File: src/rtl/uart_word_rx_pkg.sv
package uart_word_rx_pkg;
  typedef enum logic [1:0] {FR_IDLE, FR_START, FR_DATA, FR_STOP} fr_state_e;
  localparam int WORD_W = 32;
  localparam int BITS_PER_CHAR = 10;
endpackage

File: src/rtl/uwrx_framer.sv
module uwrx_framer
  import uart_word_rx_pkg::*;
#(
  parameter int CLKS_PER_BIT = 16
) (
  input  logic       clk,
  input  logic       rst,
  input  logic       rxd,
  output logic       chr_valid,
  output logic [7:0] chr_data,
  output logic       chr_bad,
  output logic       busy
);
  localparam int CW = $clog2(CLKS_PER_BIT + 1);
  localparam logic [CW-1:0] FULL = CW'(CLKS_PER_BIT - 1);
  localparam logic [CW-1:0] HALF = CW'(CLKS_PER_BIT / 2 - 1);

  logic [1:0]    sync;
  fr_state_e     st;
  logic [CW-1:0] cnt;
  logic [2:0]    bitn;
  logic [7:0]    shreg;

  assign busy = (st != FR_IDLE);

  always_ff @(posedge clk) begin
    if (rst) begin
      sync <= 2'b11; st <= FR_IDLE; cnt <= '0; bitn <= '0; shreg <= '0;
      chr_valid <= 1'b0; chr_bad <= 1'b0; chr_data <= '0;
    end else begin
      sync <= {sync[0], rxd};
      chr_valid <= 1'b0;
      chr_bad <= 1'b0;
      case (st)
        FR_IDLE: begin
          cnt <= '0;
          if (!sync[1]) st <= FR_START;
        end
        FR_START: begin
          if (cnt == HALF) begin
            cnt <= '0; bitn <= '0;
            st <= sync[1] ? FR_IDLE : FR_DATA;
          end else cnt <= cnt + 1'b1;
        end
        FR_DATA: begin
          if (cnt == FULL) begin
            cnt <= '0;
            shreg <= {sync[1], shreg[7:1]};
            bitn <= bitn + 1'b1;
            if (bitn == 3'd7) st <= FR_STOP;
          end else cnt <= cnt + 1'b1;
        end
        default: begin
          if (cnt == FULL) begin
            cnt <= '0;
            st <= FR_IDLE;
            if (sync[1]) begin
              chr_valid <= 1'b1; chr_data <= shreg;
            end else chr_bad <= 1'b1;
          end else cnt <= cnt + 1'b1;
        end
      endcase
    end
  end

  p_good_or_bad_r8: assert property (@(posedge clk) disable iff (rst)
    !(chr_valid && chr_bad));
  p_report_from_stop_r8: assert property (@(posedge clk) disable iff (rst)
    (chr_valid || chr_bad) |-> $past(st) == FR_STOP);
endmodule

File: src/rtl/uwrx_fifo.sv
module uwrx_fifo #(
  parameter int AW = 4,
  parameter int DW = 32
) (
  input  logic          clk,
  input  logic          rst,
  input  logic          flush,
  input  logic          push,
  input  logic [DW-1:0] push_data,
  input  logic          pop,
  output logic [DW-1:0] pop_data,
  output logic [AW:0]   level,
  output logic          drop
);
  localparam int DEPTH = 1 << AW;

  logic [DW-1:0] mem [DEPTH];
  logic [AW-1:0] wp, rp;
  logic          full, do_w, do_r;

  assign full = (level == (AW+1)'(DEPTH));
  assign do_w = push && !full;
  assign do_r = pop && (level != '0);
  assign drop = push && full;

  always_ff @(posedge clk) begin
    if (do_w) mem[wp] <= push_data;
    if (do_r) pop_data <= mem[rp];
  end

  always_ff @(posedge clk) begin
    if (rst || flush) begin
      wp <= '0; rp <= '0; level <= '0;
    end else begin
      if (do_w) wp <= wp + 1'b1;
      if (do_r) rp <= rp + 1'b1;
      case ({do_w, do_r})
        2'b10:   level <= level + 1'b1;
        2'b01:   level <= level - 1'b1;
        default: level <= level;
      endcase
    end
  end

  p_no_overflow_r7: assert property (@(posedge clk) disable iff (rst)
    level <= (AW+1)'(DEPTH));
  p_drop_keeps_full_r7: assert property (@(posedge clk) disable iff (rst)
    (push && full && !pop && !flush) |=> level == (AW+1)'(DEPTH));
endmodule

File: src/rtl/uwrx_xfer.sv
module uwrx_xfer #(
  parameter int CNT_W     = 16,
  parameter int STALE_W   = 8,
  parameter int CHAR_CLKS = 160
) (
  input  logic               clk,
  input  logic               rst,
  input  logic               abort,
  input  logic               chr_valid,
  input  logic [7:0]         chr_data,
  input  logic               line_busy,
  input  logic               len_wr,
  input  logic [CNT_W-1:0]   len_val,
  input  logic [STALE_W-1:0] stale_lim,
  input  logic               stale_on,
  input  logic               stale_off,
  input  logic               stale_ack,
  output logic               push,
  output logic [31:0]        push_data,
  output logic               xfer_end,
  output logic [CNT_W-1:0]   snap,
  output logic               stale_irq
);
  localparam int TW = $clog2(CHAR_CLKS + 1);
  localparam logic [TW-1:0] TICK_LAST = TW'(CHAR_CLKS - 1);

  logic               active, stale_en;
  logic [1:0]         lane;
  logic [31:0]        pack, next_pack;
  logic [CNT_W-1:0]   rcount, len_q;
  logic [TW-1:0]      tick;
  logic [STALE_W-1:0] chars;
  logic               last, armed, stale_hit;

  always_comb begin
    next_pack = pack;
    next_pack[{lane, 3'b000} +: 8] = chr_data;
  end
  assign last      = (rcount + 1'b1) == len_q;
  assign armed     = active && stale_en && (rcount != '0) && !line_busy && !chr_valid;
  assign stale_hit = (tick == TICK_LAST) &&
                     (({1'b0, chars} + 1'b1) == {1'b0, stale_lim});

  always_ff @(posedge clk) begin
    if (rst || abort) begin
      active <= 1'b0; stale_en <= 1'b1; lane <= '0; pack <= '0;
      rcount <= '0; len_q <= '0; tick <= '0; chars <= '0;
      push <= 1'b0; push_data <= '0; xfer_end <= 1'b0; snap <= '0; stale_irq <= 1'b0;
    end else begin
      push <= 1'b0;
      xfer_end <= 1'b0;
      if (stale_on)  stale_en <= 1'b1;
      if (stale_off) stale_en <= 1'b0;
      if (stale_ack) stale_irq <= 1'b0;
      if (len_wr) begin
        active <= 1'b1; len_q <= len_val; rcount <= '0;
        lane <= '0; pack <= '0; tick <= '0; chars <= '0;
      end else if (active && chr_valid) begin
        rcount <= rcount + 1'b1;
        tick <= '0; chars <= '0;
        if (lane == 2'd3 || last) begin
          push <= 1'b1; push_data <= next_pack; pack <= '0; lane <= '0;
        end else begin
          pack <= next_pack; lane <= lane + 1'b1;
        end
        if (last) begin
          active <= 1'b0; xfer_end <= 1'b1; snap <= rcount + 1'b1;
        end
      end else if (armed) begin
        if (tick == TICK_LAST) begin
          tick <= '0;
          chars <= chars + 1'b1;
          if (stale_hit) begin
            stale_irq <= 1'b1; active <= 1'b0; xfer_end <= 1'b1; snap <= rcount;
            if (lane != '0) begin
              push <= 1'b1; push_data <= pack; pack <= '0; lane <= '0;
            end
          end
        end else tick <= tick + 1'b1;
      end else begin
        tick <= '0; chars <= '0;
      end
    end
  end

  p_count_end_r2: assert property (@(posedge clk) disable iff (rst || abort)
    (active && chr_valid && !len_wr && last) |=> (xfer_end && !active));
  p_stale_needs_char_r4: assert property (@(posedge clk) disable iff (rst || abort)
    ($rose(stale_irq) && $past(!len_wr)) |-> $past(rcount) != '0);
  p_end_closes_r3: assert property (@(posedge clk) disable iff (rst || abort)
    xfer_end |-> !active);
endmodule

File: src/rtl/uart_word_rx.sv
module uart_word_rx
  import uart_word_rx_pkg::*;
#(
  parameter int CLKS_PER_BIT = 16,
  parameter int FIFO_AW      = 4,
  parameter int CNT_W        = 16,
  parameter int STALE_W      = 8
) (
  input  logic               clk,
  input  logic               rst,
  input  logic               rxd,
  input  logic               xfer_len_wr,
  input  logic [CNT_W-1:0]   xfer_len,
  input  logic [STALE_W-1:0] stale_limit,
  input  logic [FIFO_AW:0]   rx_wmark,
  input  logic               cmd_stale_on,
  input  logic               cmd_stale_off,
  input  logic               cmd_stale_ack,
  input  logic               cmd_err_clr,
  input  logic               cmd_rx_flush,
  input  logic               rd_en,
  output logic [WORD_W-1:0]  rd_data,
  output logic               rx_ready,
  output logic [FIFO_AW:0]   fifo_level,
  output logic               wmark_irq,
  output logic               stale_irq,
  output logic               xfer_end,
  output logic [CNT_W-1:0]   snap_count,
  output logic               overrun,
  output logic               frame_err
);
  localparam int CHAR_CLKS = BITS_PER_CHAR * CLKS_PER_BIT;

  logic              chr_valid, chr_bad, line_busy, push, drop;
  logic [7:0]        chr_data;
  logic [WORD_W-1:0] push_data;

  uwrx_framer #(.CLKS_PER_BIT(CLKS_PER_BIT)) u_framer (
    .clk(clk), .rst(rst), .rxd(rxd), .chr_valid(chr_valid),
    .chr_data(chr_data), .chr_bad(chr_bad), .busy(line_busy));

  uwrx_xfer #(.CNT_W(CNT_W), .STALE_W(STALE_W), .CHAR_CLKS(CHAR_CLKS)) u_xfer (
    .clk(clk), .rst(rst), .abort(cmd_rx_flush), .chr_valid(chr_valid),
    .chr_data(chr_data), .line_busy(line_busy), .len_wr(xfer_len_wr),
    .len_val(xfer_len), .stale_lim(stale_limit), .stale_on(cmd_stale_on),
    .stale_off(cmd_stale_off), .stale_ack(cmd_stale_ack), .push(push),
    .push_data(push_data), .xfer_end(xfer_end), .snap(snap_count),
    .stale_irq(stale_irq));

  uwrx_fifo #(.AW(FIFO_AW), .DW(WORD_W)) u_fifo (
    .clk(clk), .rst(rst), .flush(cmd_rx_flush), .push(push),
    .push_data(push_data), .pop(rd_en), .pop_data(rd_data),
    .level(fifo_level), .drop(drop));

  assign rx_ready = (fifo_level != '0);

  always_ff @(posedge clk) begin
    if (rst) begin
      overrun <= 1'b0; frame_err <= 1'b0; wmark_irq <= 1'b0;
    end else begin
      if (cmd_err_clr) begin overrun <= 1'b0; frame_err <= 1'b0; end
      if (drop)    overrun <= 1'b1;
      if (chr_bad) frame_err <= 1'b1;
      wmark_irq <= (rx_wmark != '0) && (fifo_level >= rx_wmark);
    end
  end

  p_drop_flags_r7: assert property (@(posedge clk) disable iff (rst)
    drop |=> overrun);
  p_bad_stop_flags_r8: assert property (@(posedge clk) disable iff (rst)
    chr_bad |=> frame_err);
  p_bad_not_pushed_r8: assert property (@(posedge clk) disable iff (rst)
    (chr_bad && !push) |=> !push);
endmodule

File: config.mk
export PLATFORM = sky130hd
export DESIGN_NAME = uart_word_rx
export DESIGN_NICKNAME = d
export VERILOG_FILES = /design/src/rtl/uart_word_rx_pkg.sv /design/src/rtl/uwrx_framer.sv /design/src/rtl/uwrx_fifo.sv /design/src/rtl/uwrx_xfer.sv /design/src/rtl/uart_word_rx.sv
export SDC_FILE = /design/constraint.sdc
export NUM_CORES = 1
export LEC_CHECK = 0
export BUFFER_PORTS_ARGS = -buffer_cell sky130_fd_sc_hd__buf_2
export CORE_AREA = 3 3 233 235
export DETAILED_ROUTE_END_ITERATION = 7
export DIE_AREA = 0 0 236 238
export GPL_TIMING_DRIVEN = 0
export HOLD_SLACK_MARGIN = 0.06
export PLACE_DENSITY_LB_ADDON = 0.15
export SLEW_MARGIN = 40
export SYNTH_ARGS = -nofsm -noshare
export SYNTH_HDL_FRONTEND = slang
export SYNTH_HIERARCHICAL = 1
export SYNTH_SLANG_ARGS = --single-unit
File: constraint.sdc
create_clock -name clk -period 4.4 [get_ports clk]
set_input_delay 0 -clock clk [delete_from_list [all_inputs] [get_ports clk]]
set_output_delay 0 -clock clk [all_outputs]
set_load 0.05 [all_outputs]
==> results of run 1 <==
worst reg2reg max path, stage by stage, from the launching register on:
cell,delay [ns]
sky130_fd_sc_hd__dfxtp_1,0.50
sky130_fd_sc_hd__ha_1,0.32
sky130_fd_sc_hd__nand3_2,0.21
sky130_fd_sc_hd__or3_4,0.44
sky130_fd_sc_hd__o31ai_1,0.30
sky130_fd_sc_hd__and4b_1,0.22
sky130_fd_sc_hd__or4b_4,0.49
sky130_fd_sc_hd__buf_6,0.18
sky130_fd_sc_hd__o31ai_4,0.50
sky130_fd_sc_hd__buf_8,0.24
sky130_fd_sc_hd__mux2i_1,0.20
layout make-up:
class                      count  area (um^2)  area share, %
buffer                       111          528           1.55
clock inverter                39          372           1.09
sequential                   725        20000           58.4
timing repair buffer         180         1490           4.37
multi-input combinational   1012         8650           25.3
inverter                      59          224          0.656
tap                          688          861           2.52
clock buffer                  99         2070           6.06
repair_timing:
item                       CTS  global route
setup endpoints to repair    0             0
hold endpoints to repair    49             0
resized for setup            0             0
hold buffers                30             0
state kept, by name, summed over array words and instances (netlist names), 5 cells and up:
register and count:
u_xfer/tick 8, u_xfer/rcount 16, u_fifo/level 5, u_xfer/pack 32, u_framer/cnt 5, u_framer/shreg 8
u_xfer/len_q 16, u_fifo/mem 512, u_framer/chr_data 8, u_xfer/chars 8, u_xfer/push_data 32, u_fifo/pop_data 32
u_xfer/snap 16
stage by stage:
step	total power, mW	util [%]	hold slack [ns]	cell area, um^2	std cells
floorplan	7.55	-	0.0724	29200	1907
global placement	7.61	58.3	0.184	30600	2692
detailed placement	7.62	59.9	0.187	31400	2744
CTS	13.8	65.1	0.0902	34100	2912
global route	14.1	65.1	0.118	34200	2913
finish	13.7	65.1	0.123	34200	2913
how the worst min path moves through the flow:
stage          start                to  slack [ns]
2_1_floorplan    rst         frame_err        0.07
3_3_place_gp     rxd  u_framer/sync[0]        0.18
3_5_place_dp     rxd  u_framer/sync[0]        0.19
4_1_cts          rxd  u_framer/sync[0]        0.09
5_1_grt          rxd  u_framer/sync[0]        0.12
6_report         rxd  u_framer/sync[0]        0.12
kinds of logic (layout without fill, tap and decap cells):
family	count (synthesis)	after routing	share of synthesized area, %
mux	209	209	12.6
compound gates	232	232	5.66
flops	725	725	68.3
fa+ha+maj	34	34	1.48
buf+inv	170	488	2.56
xor+xnor	65	65	1.95
simple gates	472	472	7.44
metal layers:
layer / global-route usage (%) / up-vias / part of all wire, %
met5: 0 / - / 0
met4: 6.77 / 0 / 2.0
met3: 3.28 / 101 / 6.1
met2: 40.8 / 592 / 50
met1: 33.2 / 8814 / 42
li1: - / 7812 / -
synthesized netlist by cell type (2+ instances only):
cell and instances:
sky130_fd_sc_hd__clkbuf_1 72, sky130_fd_sc_hd__dfxtp_1 181, sky130_fd_sc_hd__buf_6 6, sky130_fd_sc_hd__nand4b_1 2, sky130_fd_sc_hd__mux4_2 128, sky130_fd_sc_hd__and2_1 4, sky130_fd_sc_hd__inv_1 59, sky130_fd_sc_hd__nor4_1 11
sky130_fd_sc_hd__nor4b_1 3, sky130_fd_sc_hd__or3_1 8, sky130_fd_sc_hd__buf_4 9, sky130_fd_sc_hd__nor3_1 21, sky130_fd_sc_hd__and4b_1 3, sky130_fd_sc_hd__mux2i_1 80, sky130_fd_sc_hd__or4_1 5, sky130_fd_sc_hd__o21ai_0 44
sky130_fd_sc_hd__nand3_2 2, sky130_fd_sc_hd__edfxtp_1 544, sky130_fd_sc_hd__nand2b_1 24, sky130_fd_sc_hd__o211ai_1 36, sky130_fd_sc_hd__o31ai_1 2, sky130_fd_sc_hd__a21oi_1 24, sky130_fd_sc_hd__buf_1 8, sky130_fd_sc_hd__a32o_1 2
sky130_fd_sc_hd__nand4_1 8, sky130_fd_sc_hd__nor2b_1 3, sky130_fd_sc_hd__xnor2_1 41, sky130_fd_sc_hd__a31oi_1 5, sky130_fd_sc_hd__and3_1 7, sky130_fd_sc_hd__nand3_1 17, sky130_fd_sc_hd__or2_2 6, sky130_fd_sc_hd__a22oi_1 64
sky130_fd_sc_hd__nand2_1 195, sky130_fd_sc_hd__buf_2 14, sky130_fd_sc_hd__a32oi_1 33, sky130_fd_sc_hd__xor2_1 24, sky130_fd_sc_hd__ha_1 33, sky130_fd_sc_hd__nor2_1 139
power groups by stage:
stage / clock network, mW / logic (mW) / registers (mW)
CTS: 6.34 / 0.219 / 7.28
floorplan: 0 / 0.133 / 7.42
global placement: 0 / 0.191 / 7.42
finish: 6.21 / 0.218 / 7.28
detailed placement: 0 / 0.198 / 7.42
global route: 6.61 / 0.243 / 7.28
==> results list, run 1 <==
- The congestion estimate from routability-driven global placement came to 0.877.
- For the worst-skew pair, the clock arrives at the later sink with an insertion delay of 0.60 ns.
- In this run the post-CTS setup repair buffer count came out at 0.
- Switching part of the total power: 19.5%
* Number of global-route vias before repair: 17732
* RSZ-0062 raised after global routing: false
- Area share of the largest cell type after synthesis: 55.9%
- Post-synthesis instance area: 29200 um^2
* Worst slack, placed: 0.738 ns
- Of all flip-flops after synthesis, the portion carrying an async set or reset was 0%.
- The worst setup path is captured at a flop.
- The die is 238 um tall.
- Synth area leader: sky130_fd_sc_hd__edfxtp_1
- The routed design could run at a clock period as short as 3.66 ns.
- CTS placed an instance of sky130_fd_sc_hd__clkbuf_16 at the clock tree root.
- The share of total power dissipated in combinational logic is 1.6%.
- X dimension of the die: 236 um
- Ys Warns: 6
* Worst-path cell with the longest stage delay: sky130_fd_sc_hd__dfxtp_1
- Die area: 56200 um^2
- Total number of vias: 17319
- The worst register-to-register path ends at u_xfer/snap[9].
- The critical path contains buffers and inverters numbering 2 combined.
- 0 antenna diodes ended up in the layout.
- FF-to-FF Start: u_xfer/rcount[0]
- Synthesized Nets: 1980
* Startpoint of the worst setup timing path: u_xfer/rcount[0]
- After detailed routing, the average wire length per cell comes to 22.8 um.
* Commonest non-fill, non-tap cell in the layout: sky130_fd_sc_hd__edfxtp_1
- Gate Count Post-Synth: 1907
- Static Leak: 12.7 nW
- GRT Resource Usage Total: 24.1%
- Share of the yosys chip area belonging to registers: 68.3%
- Worst Max-Slew Pin Slew: 0.894 ns
- Deepest level of the CTS H-tree: 3
* Period utilisation layout: 83.3%
- Of the total power, registers draw 53.1%.
- Count of cell instances traversed by the critical path: 10
* CP startpoint kind: flop
* Status: completed
- Crit path max-delay family: simple AND/OR/NAND/NOR gates
* Yosys reg bits: 725
* Clk network pwr share: 45.3%
- Clock tree from TritonCTS: done
* Number of max-slew violations in the final report: 0
- Pint: 11.0 mW
- Ratio of cells with drive above 1 in the final layout: 20.9%
- Minimum setup slack in the final design: 0.736 ns
- Once the floorplan was initialized, standard cells occupied 55.7% of the core.
- Following the worst setup path forward leads to its endpoint at u_xfer/snap[9].
- IR analysis of the VDD net gives a maximum drop of 0.372 mV.
- Unique cell type count in the Yosys netlist: 78
* Count of cells along the worst register-to-register path: 10
* Max Clock Skew: 0.0175 ns
* Count of standard-cell rows: 84
* Number of antenna violations at the first check in global routing: 1
- Summed over all layers, the global routing overflow is 0.
- The most used flip-flop cell after synthesis is sky130_fd_sc_hd__edfxtp_1.
* Slew HR: 40.4%
- Count of nets after finishing: 2237
- Setup violations remaining at the end of the flow were counted as 0.
- Data on the critical path arrives at its endpoint at 4.19 ns.
- After detailed routing, the number of vias per cell comes to 5.95.
* Critical path class: flop to flop
- Once detail routing completed, the nets flagged for antenna violations numbered 0.
* Number of flops mapped to enable cells by yosys: 544
* Most frequent cells in the layout: 544 x sky130_fd_sc_hd__edfxtp_1, 195 x sky130_fd_sc_hd__nand2_1, 181 x sky130_fd_sc_hd__dfxtp_1, 128 x sky130_fd_sc_hd__mux4_2, 127 x sky130_fd_sc_hd__nor2_1
- First-iteration detailed-routing DRC count: 1380
- Static timing analysis puts the maximum clock frequency at 273 MHz.
- For flop-to-flop paths, the worst setup slack is 0.74 ns.
- Counting every sink on the clock net gives 725.
- Hold path cells: 3
* TritonCTS buffer count: 75
- Aggregate negative setup slack: 0 ns
- Number of hold violations in the final report: 0
- Global-route wire length before repair: 104 mm
- Biggest area contributors in the synthesized netlist: sky130_fd_sc_hd__edfxtp_1 56%, sky130_fd_sc_hd__dfxtp_1 12%, sky130_fd_sc_hd__mux4_2 9.9%
- Total wirelength of the detailed-routed design: 66.5 mm
* Endpoint required time on the critical path: 4.92 ns
* Cell Pwr Density: 401 nW/um^2
* Tightest Hold Check Type: input pin to flop
- Traced cell by cell, the critical path runs through ha_1 > nand3_2 > or3_4 > o31ai_1 > and4b_1 > or4b_4 > buf_6 > o31ai_4 > buf_8 > mux2i_1.
- For this design the total switching power over the nets is 2.68 mW.
- Placeable Area: 52400 um^2
- Area grow syn2layout: 16.9%
- I/O Buffers: 97
- Deepest clock path buffer count: 3
- CP peak stage delay: 0.50 ns
* Largest net degree at the start of global routing: 34
* DRC violations left: 0
- Number of top-level pins: 98
- Clock-pin slew on the worst setup and hold paths: 0.06 ns
- Top fanout value on the critical path: 10
- Counting the fill cells in the layout gives 3669.
- MaxCap Viol Count: 0
* Detail Placement HPWL: 45.1 mm
- The average instance in the mapped netlist occupies 15.3 um^2.
* Total iterations of the first detailed-routing run: 5
Note: power is estimated with default switching activity, not from simulation.
==> run 2: changes to the inputs <==
- clock period: 4.4 -> 3.2 ns (I/O delays scaled with it)
==> results list, run 2 (synthesized netlist as in run 1, its figures left out) <==
- The flow ran to the end, and the final reports show no timing, DRC or antenna violations.
- Total wirelength of the detailed-routed design: 66.3 mm
- In this run the most critical hold path is launched from rxd.
* Final routed wire length divided by cell count: 22.9 um
- Hold path cells: 3
- Die area: 56200 um^2
- X dimension of the die: 236 um
* Tightest Hold Check Type: input pin to flop
- For the worst setup path, the data arrival time is 3.60 ns.
* Initial Util: 55.7%
- Cells with a size suffix above 1 make up 21.2% of the layout.
- Met1 usage: 32.0%
- Kind of end point of the critical path: flop
- In this run the deepest clock path goes through 3 buffers.
- The net count of the finished layout is 2226.
- Die height: 238 um
* Count of cells along the worst register-to-register path: 10
- Count of standard-cell rows: 84
- The critical path contains buffers and inverters numbering 2 combined.
- The number of antenna violations at the first check in global routing came to 0.
- Entering global routing, the biggest net connects 23 pins.
- Total iterations of the first detailed-routing run: 5
- Cells after DPL: 2733
- Detail Route Antenna Nets: 0
- The worst register-to-register path ends at u_xfer/snap[12].
- First-iteration detailed-routing DRC count: 1325
- For this design the ratio of total power to cell area is 548 nW/um^2.
- The signal on the critical path passes through ha_4 > nand3_4 > or3_4 > o31ai_2 > and4b_1 > or4b_4 > buf_6 > o31ai_4 > buf_8 > mux2i_1.
- The worst pin sits at a relative slew slack of 40.7%.
* Hold slack final: 0.123 ns
- Across the run, the number of max-cap violations was 0.
* Critical path class: flop to flop
* Endpoint required time on the critical path: 3.71 ns
- Number of top-level pins: 98
* GRT Residual Overflow: 0
- In this run the cell area measured after placement is 31500 um^2.
- Excluding fillers, the count of instances in the completed layout stands at 2898.
- Total number of vias: 17226
- The register with the most flip-flops in the layout has 512 of them.
- The number of pins with negative max-slew slack in the final report was 0.
- Top fanout value on the critical path: 10
- After layout, the worst path uses 96.6% of the clock period.
* Global-route wire length before repair: 103 mm
- CTS Root Cell: sky130_fd_sc_hd__clkbuf_16
- DRC violations left: 0
- Number of hold violations in the final report: 0
- met2 is the most crowded layer.
- Worst-path cell with the longest stage delay: sky130_fd_sc_hd__or4b_4
- For this run, global-route usage on met3 was measured as 3.26%.
- Cell area after layout: 34200 um^2
- Placeable Area: 52400 um^2
- In this run, CTS created clock tree buffers numbering 75.
- The H-tree was split into 3 levels.
- M2 GR Usage: 41.2%
- Worst vdd rail ir drop: 0.450 mV
- After detailed routing, the number of vias per cell comes to 5.94.
* Area grow syn2layout: 17.1%
- CP peak stage delay: 0.49 ns
* Overall power after layout: 18.8 mW
- Post-layout minimum cycle time: 3.09 ns
* Commonest non-fill, non-tap cell in the layout: sky130_fd_sc_hd__edfxtp_1
- Setup repair after global routing left no endpoint under its margin.
- Largest reg by FF count: u_fifo/mem
- Count of cell instances traversed by the critical path: 10
- The cell family contributing the most delay on the critical path is simple AND/OR/NAND/NOR gates.
- Count of endpoints failing setup in the final report: 0
* Minimum setup slack in the final design: 0.107 ns
- Endpoint of the worst hold path: u_framer/sync[0]
- Before CTS, the worst setup slack after placement is -0.481 ns.
- In this run the tool buffered the top-level ports with 97 buffer cells.
- CTS saw 725 sinks.
* Number of global-route vias before repair: 17675
* Antenna diode instance count: 0
- Detail Placement HPWL: 44.6 mm
- TritonCTS built the clock tree.
- Static Leak: 12.6 nW
- Worst Max-Slew Pin Slew: 0.890 ns
- After clock tree synthesis, the clock-pin slew on the worst setup and hold paths is 0.06 ns.
- Global routing used 23.8% of the available tracks across all layers.
- Timing would allow up to 323 MHz.
* Setup slack on the worst flop-to-flop path: 0.11 ns
- CP startpoint kind: flop
- For the final database, setup skew stands at 0.0200 ns.
- FF-to-FF Start: u_xfer/rcount[0]
- In the layout the commonest cells are 544 x sky130_fd_sc_hd__edfxtp_1, 195 x sky130_fd_sc_hd__nand2_1, 175 x sky130_fd_sc_hd__dfxtp_1, 128 x sky130_fd_sc_hd__mux4_2, 127 x sky130_fd_sc_hd__nor2_1.
- For the worst-skew pair, the clock arrives at the later sink with an insertion delay of 0.60 ns.
* Routability-driven placement congestion ratio: 0.869
[run 2: through the flow]
stage	setup TNS, ns	utilization [%]
3_5_place_dp	-18.28	60.0
4_1_cts	0	65.2
3_3_place_gp	-633.98	58.4
6_report	0	65.3
5_1_grt	0	65.3
2_1_floorplan	0	-
[run 2: worst max-delay path by stage]
stage / slack [ns] / to / from
floorplan: 0.003 / u_fifo/mem[12][0] / u_fifo/level[3]
global placement: -1.55 / u_fifo/mem[4][19] / u_fifo/level[3]
detailed placement: -0.48 / u_xfer/snap[12] / u_xfer/rcount[0]
CTS: 0.006 / u_xfer/snap[12] / u_xfer/rcount[8]
global route: 0.005 / u_xfer/push_data[2] / u_xfer/chars[0]
finish: 0.11 / u_xfer/snap[12] / u_xfer/rcount[0]
[run 2: worst register-to-register path: stages, from the launching register on]
cell,delay (ns)
sky130_fd_sc_hd__dfxtp_4,0.41
sky130_fd_sc_hd__ha_4,0.19
sky130_fd_sc_hd__nand3_4,0.12
sky130_fd_sc_hd__or3_4,0.42
sky130_fd_sc_hd__o31ai_2,0.27
sky130_fd_sc_hd__and4b_1,0.22
sky130_fd_sc_hd__or4b_4,0.49
sky130_fd_sc_hd__buf_6,0.17
sky130_fd_sc_hd__o31ai_4,0.28
sky130_fd_sc_hd__buf_8,0.21
sky130_fd_sc_hd__mux2i_1,0.23
[run 2: final cells by class]
cell class,instances,area (um^2)
flip-flops and latches,725,20000
fillers,3677,18200
multi-input cells,1012,8720
clock buffers,91,1990
repair buffers,171,1550
well taps,688,861
plain buffers,109,526
clock inverters,43,400
inverters,59,225
[run 2: what timing repair did]
| action | CTS | global route |
|---|---|---|
| endpoints found under the setup margin | 78 | 77 |
| buffers inserted | 2 | 1 |
| gates resized for setup | 7 | 6 |
| pin swaps | 1 | 1 |
| endpoints found under the hold margin | 51 | 0 |
| hold buffers | 30 | 0 |
[run 2: routing by layer]
layer,share of wire (%),vias to the layer above
met5,0,-
met4,2.1,0
met3,6.1,104
met2,51,581
met1,41,8743
li1,-,7798
[run 2: power breakdown]
| group | leakage, nW | total [mW] | internal, mW | switching [mW] |
|---|---|---|---|---|
| clock network | 1.17 | 8.48 | 4.94 | 3.54 |
| registers | 7.46 | 10.0 | 9.99 | 0.0185 |
| logic | 4.00 | 0.291 | 0.125 | 0.166 |
==> run 3: changes to the inputs <==
- CORE_AREA: 3 3 233 235 -> 3 3 230 232
- DIE_AREA: 0 0 236 238 -> 0 0 233 235
- SYNTH_HIERARCHICAL: 1 -> unset
==> results list, run 3 <==
- Status: completed
- Among all cell types in the netlist, the one instantiated most often is sky130_fd_sc_hd__edfxtp_1.
- Total iterations of the first detailed-routing run: 5
- By area the synthesized netlist is led by sky130_fd_sc_hd__edfxtp_1 57%, sky130_fd_sc_hd__dfxtp_1 13%, sky130_fd_sc_hd__mux4_2 13%.
- Kind of end point of the critical path: flop
* Flip-flop cell with the highest count after synthesis: sky130_fd_sc_hd__edfxtp_1
- CTS Root Cell: sky130_fd_sc_hd__clkbuf_16
- The floorplan step set the die width to 233 um.
- Data on the critical path is required at its endpoint by 3.72 ns.
- From synthesis to final layout, the design area changed by 18.1%.
- Antenna diode instance count: 0
- Setup repair after global routing left no endpoint under its margin.
* Cells after DPL: 2481
* Critical Path AT: 3.59 ns
- For the pin with the worst max-slew slack, the measured transition is 0.743 ns.
- The worst-case IR drop observed on VDD is 0.401 mV.
* Die area: 54800 um^2
- Global-route wire length before repair: 97.9 mm
- After synthesis, the netlist uses 68 different library cells.
- In this run the tightest slew margin relative to its limit is 50.5%.
* Total wirelength of the detailed-routed design: 64.4 mm
- Tightest Hold Check Type: input pin to flop
- Number of antenna violations at the first check in global routing: 0
- Hold slack final: 0.123 ns
- After detailed routing, the average wire length per cell comes to 24.4 um.
- Final cell count without fillers: 2639
- Highest clock frequency the design can meet: 326 MHz
* Ratio of cells with drive above 1 in the final layout: 27.3%
- MaxCap Viol Count: 0
- TritonCTS created 72 clock buffers.
- Area share of the largest cell type after synthesis: 57.3%
- Count of endpoints failing setup in the final report: 0
- Yosys reg bits: 725
* Top fanout value on the critical path: 10
- Largest register FFs: 512
- Deepest clock path buffer count: 3
- In this run the cell area of the synthesized design comes to 28500 um^2.
- The total overflow left after global routing is 0.
- The worst setup path is launched from a flop.
- Share of the yosys chip area belonging to registers: 70.0%
- The floorplan has 83 rows.
* Initial Util: 55.7%
- For this run, the total global-route usage over all layers was measured as 24.0%.
* Clock-pin slew on the worst setup and hold paths: 0.06 ns
- Die height: 235 um
* Commonest non-fill, non-tap cell in the layout: sky130_fd_sc_hd__edfxtp_1
* Skew-Pair Late Insertion Delay: 0.62 ns
- Placeable Area: 51200 um^2
- Ys Warns: 0
* Layout fillers: 3518
- Synth area leader: sky130_fd_sc_hd__edfxtp_1
- Total number of vias: 15755
- The number of pins with negative max-slew slack in the final report was 0.
- Largest reg by FF count: u_fifo.mem
- Counting every net in the synthesized netlist gives 1738.
* Number of flops mapped to enable cells by yosys: 544
* Number of global-route vias before repair: 16030
* DRC violations left: 0
- After layout, the worst path uses 95.8% of the clock period.
- The final count of hold timing violations is 0.
- Clock tree from TritonCTS: done
- Count of nets after finishing: 1976
* Detail Placement HPWL: 43.1 mm
- Static Leak: 12.4 nW
* Most frequent cells in the layout: 544 x sky130_fd_sc_hd__edfxtp_1, 176 x sky130_fd_sc_hd__dfxtp_1, 160 x sky130_fd_sc_hd__mux4_2, 145 x sky130_fd_sc_hd__nor2_1, 113 x sky130_fd_sc_hd__buf_2
- Routability-driven placement congestion ratio: 0.864
* Detailed-route vias per instance: 5.97
- 98 I/O pins were placed.
- At the end of the flow the core is filled with cells to 65.7%.
- First-iteration detailed-routing DRC count: 1501
- Post-layout minimum cycle time: 3.07 ns
* Commonest cells post-synth: 544 x sky130_fd_sc_hd__edfxtp_1, 181 x sky130_fd_sc_hd__dfxtp_1, 160 x sky130_fd_sc_hd__mux4_2, 160 x sky130_fd_sc_hd__nor2_1, 53 x sky130_fd_sc_hd__clkbuf_1
- In this run the mean area of a mapped cell was 17.1 um^2.
* Critical path class: flop to flop
- Clock tree synthesis found a total of 725 sinks.
- Between clock sinks in the finished design, the worst skew comes to 0.0336 ns.
* Gate Count Post-Synth: 1664
- Deepest level of the CTS H-tree: 3
* Cell Pwr Density: 554 nW/um^2
* FFs w/ async S/R, synth: 0%
- The detail route stage leaves a number of antenna-violating nets equal to 0.
* I/O Buffers: 97
- Largest net degree at the start of global routing: 38
run 3: changes by cell type after synthesis, sizes merged, moves of 15 or more:
cell,previous run,this run
xnor2,41,26
nand2,195,52
nand3,20,35
clkbuf,73,53
inv,59,28
mux2i,80,28
o211ai,37,2
mux4,128,160
nor2,139,160
a211oi,1,34
a22o,1,44
o21ai,46,17
a32oi,33,1
a22oi,64,33
run 3: repair_timing:
action / 4_1_cts / 5_1_grt
endpoints found under the hold margin: 72 / 0
setup endpoints to repair: 81 / 73
setup buffers: 3 / 0
gates resized for setup: 24 / 14
hold buffers: 27 / 0
pin swaps: 4 / 2
run 3: final cells by class:
cell class / count / area [um^2] / area share (%)
tap: 680 / 851 / 2.53
multi-input combinational: 820 / 8390 / 24.9
buffer: 88 / 422 / 1.25
timing repair buffer: 167 / 1580 / 4.69
clock inverter: 38 / 333 / 0.989
clock buffer: 93 / 2020 / 6.00
sequential: 725 / 20000 / 59.3
inverter: 28 / 105 / 0.312
run 3: stage by stage:
step	setup TNS, ns	cell area (um^2)	total power, mW	worst slack [ns]
after floorplan	-21.56	28500	10.4	-0.0963
after global placement	-746.58	29900	10.4	-1.73
after detailed placement	-27.67	30800	10.4	-0.526
after CTS	0	33600	18.8	0.0155
after global routing	0	33700	19.2	0.00652
final	0	33700	18.6	0.134
run 3: critical path: stages (launching register included):
cell                       delay (ns)
sky130_fd_sc_hd__dfxtp_2         0.42
sky130_fd_sc_hd__ha_4            0.20
sky130_fd_sc_hd__nand3_2         0.16
sky130_fd_sc_hd__or4_4           0.48
sky130_fd_sc_hd__o21ai_2         0.18
sky130_fd_sc_hd__a311oi_4        0.14
sky130_fd_sc_hd__o41a_4          0.51
sky130_fd_sc_hd__a211oi_4        0.26
sky130_fd_sc_hd__buf_12          0.17
sky130_fd_sc_hd__buf_6           0.15
sky130_fd_sc_hd__nor2_1          0.07
sky130_fd_sc_hd__a211oi_2        0.24
run 3: report_power, final:
part	switching (mW)	internal, mW
clock	3.43	4.94
combinational	0.156	0.113
sequential	0.0170	9.99
run 3: metal layers:
| layer | share of wire [%] | track usage, % | up-vias |
|---|---|---|---|
| li1 | - | - | 7031 |
| met1 | 41 | 33.5 | 8108 |
| met2 | 51 | 39.7 | 513 |
| met3 | 5.8 | 3.39 | 103 |
| met4 | 2.3 | 7.43 | 0 |
| met5 | 0 | 0 | - |
run 3: cell families (layout without fill, tap and decap cells):
| logic type | Yosys count | count (layout) | share of synthesized area (%) |
|---|---|---|---|
| AOI/OAI and AO/OA | 196 | 196 | 5.55 |
| xor gates and xnor gates | 60 | 60 | 1.90 |
| adders and majority gates | 35 | 35 | 1.56 |
| buffers and inverters | 119 | 414 | 1.70 |
| DFF | 725 | 725 | 70.0 |
| muxes | 189 | 189 | 13.7 |
| and+or+nand+nor | 340 | 340 | 5.58 |
run 3: worst paths after layout:
check / to / depth (start not counted) / from / slack (ns)
min reg2reg: u_framer.sync[1] / 1 / u_framer.sync[0] / 0.41
max: u_xfer.push_data[30] / 11 / u_xfer.rcount[0] / 0.13
min: u_framer.sync[0] / 3 / rxd / 0.12
max reg2reg: u_xfer.push_data[30] / 11 / u_xfer.rcount[0] / 0.13
